`src/rtl/cfl_pkg.sv`:
```
package cfl_pkg;
    localparam int ID_W      = 29;
    localparam int BASE_W    = 11;
    localparam int EXT_W     = 18;
    localparam int MASK_W    = ID_W + 1;
    localparam int MODE_BIT  = 29;
    localparam int ADDR_W    = 12;
    localparam int DATA_W    = 32;
    localparam int MASK_BASE = 'h204;
    localparam int ID_BASE   = 'h208;
    localparam int MB_STRIDE = 'h20;
endpackage

```
`src/rtl/cfl_regbank.sv`:
```
module cfl_regbank
    import cfl_pkg::*;
#(
    parameter int NUM_MB = 8
) (
    input  logic                               clk,
    input  logic                               rst_n,
    input  logic                               wp_en,
    input  logic [NUM_MB-1:0]                  mb_en,
    input  logic                               reg_we,
    input  logic [ADDR_W-1:0]                  reg_addr,
    input  logic [DATA_W-1:0]                  reg_wdata,
    output logic [DATA_W-1:0]                  reg_rdata,
    output logic [NUM_MB-1:0][MASK_W-1:0]      mask_o,
    output logic [NUM_MB-1:0][ID_W-1:0]        id_o
);
    typedef struct packed {
        logic [NUM_MB-1:0][MASK_W-1:0] mask;
        logic [NUM_MB-1:0][ID_W-1:0]   id;
    } bank_t;

    bank_t bank_d, bank_q;

    always_comb begin
        bank_d    = bank_q;
        reg_rdata = '0;
        for (int i = 0; i < NUM_MB; i++) begin
            if (reg_addr == ADDR_W'(MASK_BASE + i * MB_STRIDE)) begin
                reg_rdata = DATA_W'(bank_q.mask[i]);
                if (reg_we && !wp_en && !mb_en[i])
                    bank_d.mask[i] = reg_wdata[MASK_W-1:0];
            end
            if (reg_addr == ADDR_W'(ID_BASE + i * MB_STRIDE)) begin
                reg_rdata = DATA_W'(bank_q.id[i]);
                if (reg_we && !wp_en && !mb_en[i])
                    bank_d.id[i] = reg_wdata[ID_W-1:0];
            end
        end
    end

    always_ff @(posedge clk or negedge rst_n) begin
        if (!rst_n) bank_q <= '0;
        else        bank_q <= bank_d;
    end

    assign mask_o = bank_q.mask;
    assign id_o   = bank_q.id;
endmodule

```
`src/rtl/cfl_match.sv`:
```
module cfl_match
    import cfl_pkg::*;
#(
    parameter int NUM_MB = 8
) (
    input  logic [ID_W-1:0]               rx_id,
    input  logic [NUM_MB-1:0]             mb_en,
    input  logic [NUM_MB-1:0][MASK_W-1:0] mask_i,
    input  logic [NUM_MB-1:0][ID_W-1:0]   id_i,
    output logic [NUM_MB-1:0]             hit_o
);
    for (genvar g = 0; g < NUM_MB; g++) begin : g_mb
        logic [ID_W-1:0] care;
        always_comb begin
            care = {mask_i[g][ID_W-1:EXT_W],
                    mask_i[g][MODE_BIT] ? mask_i[g][EXT_W-1:0] : {EXT_W{1'b0}}};
            hit_o[g] = mb_en[g] && (((rx_id ^ id_i[g]) & care) == '0);
        end
    end
endmodule

```
`src/rtl/cfl_prio.sv`:
```
module cfl_prio #(
    parameter int NUM_MB = 8,
    localparam int IDX_W = $clog2(NUM_MB)
) (
    input  logic [NUM_MB-1:0] req,
    output logic              any,
    output logic [IDX_W-1:0]  idx
);
    always_comb begin
        any = |req;
        idx = '0;
        for (int i = NUM_MB - 1; i >= 0; i--)
            if (req[i]) idx = IDX_W'(i);
    end
endmodule

```
`src/rtl/can_accept_filter.sv`:
```
module can_accept_filter
    import cfl_pkg::*;
#(
    parameter int NUM_MB = 8,
    localparam int IDX_W = $clog2(NUM_MB)
) (
    input  logic                clk,
    input  logic                rst_n,
    input  logic                wp_en,
    input  logic [NUM_MB-1:0]   mb_en,
    input  logic                reg_we,
    input  logic [ADDR_W-1:0]   reg_addr,
    input  logic [DATA_W-1:0]   reg_wdata,
    output logic [DATA_W-1:0]   reg_rdata,
    input  logic                rx_valid,
    input  logic [ID_W-1:0]     rx_id,
    output logic                match_valid,
    output logic [NUM_MB-1:0]   match_vec,
    output logic                match_hit,
    output logic [IDX_W-1:0]    match_idx
);
    logic [NUM_MB-1:0][MASK_W-1:0] mask_w;
    logic [NUM_MB-1:0][ID_W-1:0]   id_w;
    logic [NUM_MB-1:0]             hit_w;
    logic                          any_w;
    logic [IDX_W-1:0]              idx_w;

    cfl_regbank #(.NUM_MB(NUM_MB)) u_bank (
        .clk(clk), .rst_n(rst_n), .wp_en(wp_en), .mb_en(mb_en),
        .reg_we(reg_we), .reg_addr(reg_addr), .reg_wdata(reg_wdata),
        .reg_rdata(reg_rdata), .mask_o(mask_w), .id_o(id_w)
    );

    cfl_match #(.NUM_MB(NUM_MB)) u_match (
        .rx_id(rx_id), .mb_en(mb_en), .mask_i(mask_w), .id_i(id_w),
        .hit_o(hit_w)
    );

    cfl_prio #(.NUM_MB(NUM_MB)) u_prio (
        .req(hit_w), .any(any_w), .idx(idx_w)
    );

    typedef struct packed {
        logic              vld;
        logic [NUM_MB-1:0] vec;
        logic              hit;
        logic [IDX_W-1:0]  idx;
    } res_t;

    res_t res_d, res_q;

    always_comb begin
        res_d     = res_q;
        res_d.vld = rx_valid;
        if (rx_valid) begin
            res_d.vec = hit_w;
            res_d.hit = any_w;
            res_d.idx = idx_w;
        end
    end

    always_ff @(posedge clk or negedge rst_n) begin
        if (!rst_n) res_q <= '0;
        else        res_q <= res_d;
    end

    assign match_valid = res_q.vld;
    assign match_vec   = res_q.vec;
    assign match_hit   = res_q.hit;
    assign match_idx   = res_q.idx;
endmodule

```
`config.mk`:
```
export PLATFORM = sky130hd
export DESIGN_NAME = can_accept_filter
export DESIGN_NICKNAME = d
export VERILOG_FILES = /design/src/rtl/cfl_pkg.sv /design/src/rtl/cfl_regbank.sv /design/src/rtl/cfl_match.sv /design/src/rtl/cfl_prio.sv /design/src/rtl/can_accept_filter.sv
export SDC_FILE = /design/constraint.sdc
export NUM_CORES = 1
export LEC_CHECK = 0
export CAP_MARGIN = 0
export CORE_UTILIZATION = 35
export DETAILED_ROUTE_END_ITERATION = 12
export PLACE_DENSITY_LB_ADDON = 0.05
export SYNTH_ARGS = -nofsm -noshare
export SYNTH_HDL_FRONTEND = slang
export SYNTH_SLANG_ARGS = --single-unit
```
`constraint.sdc`:
```
create_clock -name clk -period 5.6 [get_ports clk]
set_input_delay 0.56 -clock clk [delete_from_list [all_inputs] [get_ports clk]]
set_output_delay 0.56 -clock clk [all_outputs]
set_load 0.03 [all_outputs]
```
==> metrics.sh, run 1 <==
DOMINANTREGCELLSYNTH='dfrtp_1'
SWSHARE_PCT=24.4
MAX_SLEW.WORST_PIN.SLEW_PS=1100
DETAILROUTE.VIA_COUNT=18742
USE_MET1_PCT=33.6
DP_HPWL_UM=67300
PIN_COUNT_OF_THE_BIGGEST_NET_ENTERING_GLOBAL_ROUTING=158
MULTI_INPUT_COMB_AREA_UM2=12400
GROUTE.LAYER.MET2.USAGE_PCT=44.0
CLOCK_POWER_SHARE_PCT=47.6
MAXIMUM_CLOCK_RATE_MHz=204
ANTENNA_FOUND_INITIAL=4
REQUIRED_PS=5040
CRITPATHMAXFANOUT=14
YS_WARN_COUNT=0
WORST_SETUP_PATH_END_KIND='output port'
OUTCOME='finished clean'
IO_PINS=131
AREA_GROWTH_PCT=17.3
DRCVIOLATIONCOUNT=0
GRT.BUSIEST_LAYER='met2'
DESIGN.DIE.AREA_UM2=73000
GRT_UTIL_ALL_LAYERS_PCT=25.5
CLK_PIN_SLEW_PS=60
FINAL_NUMBER_OF_MAX_TRANSITION_VIOLATIONS=0
GRT_OVERFLOW_TOTAL=0
MIN_PERIOD_PS=4890
FIN_SKEW_PS=23.6
FINALHOLDVIOLATIONS=0
SYNTH_AREA_PER_CELL_UM2=11.8
TIMING.CRITICAL_PATH.FROM_TYPE='input pin'
ASYNC_S_R_FF_SHARE_SYNTH_PCT=100
SHARE_OF_POWER_BURNED_IN_COMBINATIONAL_LOGIC_PCT=5.9
CTS.SINKS=485
SETUP-VIOLATIONS-FINAL=0
FF_LATCH_AREA_UM2=12100
DETAILED_PLACE.AREA_UM2=27800
GPL.FINAL_WEIGHTED_CONGESTION=0.879
FIN_NETS=2309
MET3_USAGE_PCT=2.98
POST_SYNTH_INSTANCE_AREA_UM2=25200
CP_CELL_SEQUENCE='clkdlybuf4s50_1, or4b_1, nor4_4, buf_12, a22oi_1, o2111ai_1, o211ai_1, a41oi_1, o221ai_1, a21oi_1, buf_12'
FIN_CRIT_SHARE_PCT=87.4
CORE.ROWCOUNT=97
POST_DRT_VIA_CELL_RATIO=5.85
DETAIL_ROUTE.WL_PER_CELL_UM=29.2
FLOORPLAN.DIE.WIDTH_UM=270
CRITPATHSLOWESTCELL='or4b_1'
DRT-PASS1-ITER-COUNT=5
POST_CTS_BUFFERS=0
POWER-PER-CELL-AREA_nW_PER_UM2=257
FINAL_DESIGN_AREA_EXCLUDING_FILLERS_UM2=29500
FINISH.UTILIZATION_PCT=41.8
DRTANTENNAVIOLNETS=0
TIMING.SETUP.CRITICAL_PATH_CLASS='input pin to output port'
FLOORPLAN.INITIALDENSITY_PCT=35.7
CTS_MAX_LEVEL=2
POST_SYNTH_NUM_CELL_TYPES=58
FIN_TOTAL_PWR_mW=7.58
POST_CTS_RESIZE_COUNT=0
CRITICAL-PATH-TOP-DELAY-FAMILY='compound AO/OA/AOI/OAI gates'
FILLCELLCOUNT=6821
EDFF_COUNT_SYNTH=0
CLK_LATENCY_PS=630
PEAKVDDDROP_uV=223
CP_NUM_BUF_INV=3
VIAS_IN_THE_FIRST_GLOBAL_ROUTE=19597
CORE_AREA_UM2=70600
DRIVE_GT1_SHARE_PCT=30.5
FINALWIRELENGTH_UM=93400
CTS_MADE_BUFFERS=56
GRT_PASS1_WL_UM=139000
MAX_CLOCK_BUF_DEPTH=3
CPMOSTUSEDCELL='buf_12'
BUFFER_PORTS.INSERTED=126
WORSTPATHARRIVAL_PS=4330
SLEW-LIMIT-HEADROOM_PCT=25.9
SEQ_POWER_SHARE_PCT=46.5
CAP_VIOL_MAX_COUNT=0
TOTAL_LEAKAGE_POWER_nW=14.4
CTS_ROOT_BUF='clkbuf_16'
SYNTH_SEQ_AREA_SHARE_PCT=48.2
MIN-DELAY-PATH-CLASS='register to register'
TNS_PS=0
YS_SEQ_ELEMENTS=485
DIE_HEIGHT_UM=270
WORST_PATH_LARGEST_CELL_DELAY_PS=860
SYNTHCELLS=2130
CTS_TREE='yes'
RSZ_0062_RAISED_AFTER_GLOBAL_ROUTING='false'
P_SWITCHING_mW=1.85
DETAILEDROUTE.FIRSTITERATIONVIOLATIONS=1548
POWER_REPORT.INTERNAL_TOTAL_mW=5.73
==> power groups by stage <==
stage                     clock network (mW)  registers [mW]  logic [mW]
after floorplan                            0            3.60       0.164
after CTS                               3.69            3.52       0.460
after detailed placement                   0            3.59       0.457
after global placement                     0            3.59       0.456
final                                   3.60            3.52       0.450
after global routing                    3.84            3.52       0.485
==> Yosys cell counts (12+ instances only) <==
| cell type | count | share of area, % |
|---|---|---|
| nand4_1 | 23 | 0.57 |
| a211oi_1 | 16 | 0.48 |
| o21ai_0 | 47 | 0.93 |
| mux2_2 | 474 | 21 |
| o221ai_1 | 45 | 1.6 |
| o22ai_1 | 25 | 0.62 |
| dfrtp_1 | 485 | 48 |
| buf_2 | 24 | 0.48 |
| o211ai_1 | 15 | 0.45 |
| a22o_1 | 33 | 1.1 |
| a221oi_1 | 46 | 1.6 |
| nand2_1 | 155 | 2.3 |
| a221o_1 | 16 | 0.64 |
| a22oi_1 | 114 | 3.4 |
| a21oi_1 | 34 | 0.68 |
| nand3_1 | 30 | 0.60 |
| clkbuf_1 | 139 | 2.1 |
| mux2i_1 | 12 | 0.48 |
| nor2_1 | 44 | 0.66 |
| xor2_1 | 232 | 8.1 |
==> cell type report <==
type,count,area share [%]
Multi-Input combinational cell,1466,42.1
Sequential cell,485,41.1
Timing Repair Buffer,210,6.82
Clock buffer,90,5.69
Tap cell,940,3.98
Clock inverter,8,0.258
Inverter,4,0.0508
Antenna cell,2,0.0169
==> cells by family after synthesis <==
group	share of synthesized area, %
multiplexers	21.7
flip-flops	48.2
AO/OA/AOI/OAI	13.1
AND/OR/NAND/NOR	6.01
XOR/XNOR	8.07
buffers and inverters	2.92
other	0.0149
==> sequential cells by signal (all words and copies together), names as in the netlist <==
signal         flops
u_bank.id_o      232
match_valid        1
u_bank.mask_o    240
match_vec          8
match_hit          1
match_idx          3
==> layer usage <==
layer	vias to the layer above	part of all wire, %
li1	8156	-
met1	9946	43
met2	497	50
met3	139	4.4
met4	4	2.8
met5	-	0.025
==> timing repair <==
| item | in CTS | in global routing |
|---|---|---|
| endpoints found under the hold margin | 75 | 0 |
| hold buffers | 1 | 0 |
| setup endpoints to repair | 0 | 0 |
==> per-stage QoR <==
stage / std cells / hold slack (ps) / worst slack, ps
6_report: 3205 / 483 / 706
5_1_grt: 3204 / 513 / 515
4_1_cts: 3203 / 486 / 655
3_5_place_dp: 3104 / 473 / 691
3_3_place_gp: 3104 / 464 / 682
2_1_floorplan: 2131 / 264 / 1930
==> tightest hold or removal path: stages (launching register included) <==
cell and delay, ps:
dfrtp_1 340, nand2_1 50, o21ai_0 50
==> cells in the final DEF (no fill, tap or decap), types with 8 or more instances in the layout <==
cell type        count
a22oi_1            114
xor2_1             232
o22ai_1             25
nor3_2               8
dfrtp_1            485
clkbuf_16           58
buf_12              15
a221o_1             16
a22o_1              33
a222oi_1             9
a221oi_1            46
mux2_2             474
clkbuf_1            21
a21oi_1             34
nor2_1              44
a41oi_1              9
nor4_4               8
clkbuf_8            11
o211ai_1            15
buf_4               97
clkdlybuf4s50_1     96
nand2_1            155
nand4_1             23
nand3_1             30
o21ai_0             47
mux2i_1             12
a211oi_1            16
o221ai_1            45
==> path summary, 6_finish.rpt <==
path | from | end | slack (ps) | depth (start not counted)
worst min register to register | match_vec[4] | match_vec[4] | 480 | 2
max in group asynchronous | rst_n | u_bank.mask_o[61] | 3660 | 3
worst min-delay path | match_vec[4] | match_vec[4] | 480 | 2
worst max register to register | u_bank.id_o[177] | match_idx[0] | 2400 | 8
worst max-delay path | reg_addr[3] | reg_rdata[19] | 710 | 11
min in group asynchronous | rst_n | u_bank.mask_o[26] | 560 | 2
No activity file was read; power rests on OpenSTA's default activity.
==> inputs of run 2 (changes only) <==
PLACE_DENSITY = 0.58   (was default)
PLACE_DENSITY_LB_ADDON = default   (was 0.05)
SLEW_MARGIN = 20   (was default)
==> metrics.sh, run 2 (synthesized netlist as in run 1, its figures left out) <==
OUTCOME='finished clean'
LARGEST_REG_FLOPS=240
DETAIL_ROUTE.WL_PER_CELL_UM=27.0
FINAL_COMMON_CELL='dfrtp_1'
CAP_VIOL_MAX_COUNT=0
CLK_LATENCY_PS=620
FINISH.UTILIZATION_PCT=41.9
CRITICAL_PATH.REG2REG.STARTPOINT='u_bank.id_o[120]'
WORST_SETUP_PATH_END_KIND='output port'
GPL.FINAL_WEIGHTED_CONGESTION=0.906
CRITPATHMAXFANOUT=7
TIMING.CRITICAL_PATH.FROM_TYPE='input pin'
MAXIMUM_CLOCK_RATE_MHz=196
FINALWIRELENGTH_UM=86200
DRT-PASS1-ITER-COUNT=7
FINAL_NUMBER_OF_MAX_TRANSITION_VIOLATIONS=0
DRCVIOLATIONCOUNT=0
FINAL_CRITICAL_PATH_SETUP_SLACK_PS=509
TNS_PS=0
FLOORPLAN.INITIALDENSITY_PCT=35.7
CTS_MAX_LEVEL=2
CORE_AREA_UM2=70600
FILLCELLCOUNT=6675
CTS_TREE='yes'
MIN_PERIOD_PS=5090
RSZ_0062_RAISED_AFTER_GLOBAL_ROUTING='false'
REQUIRED_PS=5040
WORSTSETUPSTARTPOINT='reg_addr[6]'
PIN_COUNT_OF_THE_BIGGEST_NET_ENTERING_GLOBAL_ROUTING=166
CTS.SINKS=485
DETAILROUTE.VIA_COUNT=18842
POST_DRT_VIA_CELL_RATIO=5.91
DP_HPWL_UM=61800
AREA_GROWTH_PCT=17.6
CRIT_END='reg_rdata[15]'
REGTOREGENDPOINT='match_idx[0]'
FIN_NETS=2299
CLK_PIN_SLEW_PS=60
WORSTPATHARRIVAL_PS=4530
R2R.WORST_PATH.CELLS=8
MAX_SLEW.WORST_PIN.SLEW_PS=1280
DESIGN.DIE.AREA_UM2=73000
FINALHOLDVIOLATIONS=0
POST_PLACE_SETUP_SLACK_PS=590
ANTENNA_FOUND_INITIAL=0
FIN_CRIT_SHARE_PCT=90.9
CORE.ROWCOUNT=97
GRT_PASS1_WL_UM=130000
BUFFER_PORTS.INSERTED=126
CTS_ROOT_BUF='clkbuf_16'
DETAILEDROUTE.FIRSTITERATIONVIOLATIONS=1769
LAYOUT_COMMON_CELLS='dfrtp_1, mux2_2, xor2_1, nand2_1, a22oi_1'
TIMING.SETUP.CRITICAL_PATH_CLASS='input pin to output port'
FLOORPLAN.DIE.WIDTH_UM=270
GRT_UTIL_ALL_LAYERS_PCT=23.5
SETUP-VIOLATIONS-FINAL=0
POST_CTS_RESIZE_COUNT=0
DIE_HEIGHT_UM=270
VIAS_IN_THE_FIRST_GLOBAL_ROUTE=19552
DRIVE_GT1_SHARE_PCT=30.5
FIN_SKEW_PS=25.1
FF2FF_SETUP_SLACK_PS=2350
MAX_CLOCK_BUF_DEPTH=3
SLEW-LIMIT-HEADROOM_PCT=13.7
TOTAL_LEAKAGE_POWER_nW=14.4
IO_PINS=131
CTS_MADE_BUFFERS=51
GRT_OVERFLOW_TOTAL=0
MIN-DELAY-PATH-CLASS='input pin to async pin'
ANTENNA_CELLS=0
POWER-PER-CELL-AREA_nW_PER_UM2=253
DRTANTENNAVIOLNETS=0
PEAKVDDDROP_uV=228
run 2: worst min path at each step:
| stage | endpoint | cells past startpoint | start | slack, ps |
|---|---|---|---|---|
| CTS | match_idx[1] | 1 | match_idx[1] | 490 |
| detailed placement | match_idx[1] | 1 | match_idx[1] | 470 |
| floorplan | match_hit | 0 | rst_n | 260 |
| global route | match_vec[1] | 2 | match_vec[1] | 510 |
| finish | u_bank.id_o[49] | 2 | rst_n | 480 |
| global placement | match_vec[7] | 2 | match_vec[7] | 470 |
run 2: routing by layer:
| metal | global-route usage [%] | wire length (um) |
|---|---|---|
| met1 | 31.3 | 37000 |
| met5 | 0 | 0 |
| met4 | 8.12 | 2810 |
| met3 | 2.63 | 4330 |
| met2 | 39.3 | 42100 |
run 2: worst max-delay path: stages:
cell	delay (ps)
clkdlybuf4s50_1	630
nand2b_1	400
or4b_2	670
a21oi_1	680
nand2_1	440
o221ai_1	190
nor3_1	100
o21ai_0	400
a31oi_1	250
buf_12	200
run 2: cell type report:
type	instances	area (um2)	share of cell area (%)
Clock buffer	79	1550	5.24
Multi-Input combinational cell	1466	12400	42.0
Timing Repair Buffer	205	2150	7.26
Clock inverter	9	160	0.541
Sequential cell	485	12100	41.0
Inverter	4	15.0	0.0507
Tap cell	940	1180	3.97
run 2: per-stage QoR:
step	hold slack, ps	cell area (um2)	total power [mW]	std cells
3_5_place_dp	472	27900	4.03	3099
4_1_cts	489	29600	7.55	3188
6_report	485	29600	7.50	3188
5_1_grt	514	29600	7.73	3188
3_3_place_gp	467	27900	4.02	3099
2_1_floorplan	264	25200	3.77	2131
run 2: report_power, final:
part | switching, mW | internal [mW] | leakage, nW | total [mW]
Sequential | 0.00765 | 3.52 | 6.75 | 3.52
Clock | 1.46 | 2.08 | 0.843 | 3.54
Combinational | 0.309 | 0.133 | 6.79 | 0.442
run 2: timing repair:
item / 4_1_cts / 5_1_grt
endpoints found under the hold margin: 50 / 0
endpoints found under the setup margin: 0 / 0
buffers inserted: 0 / 0
hold buffers: 1 / 0
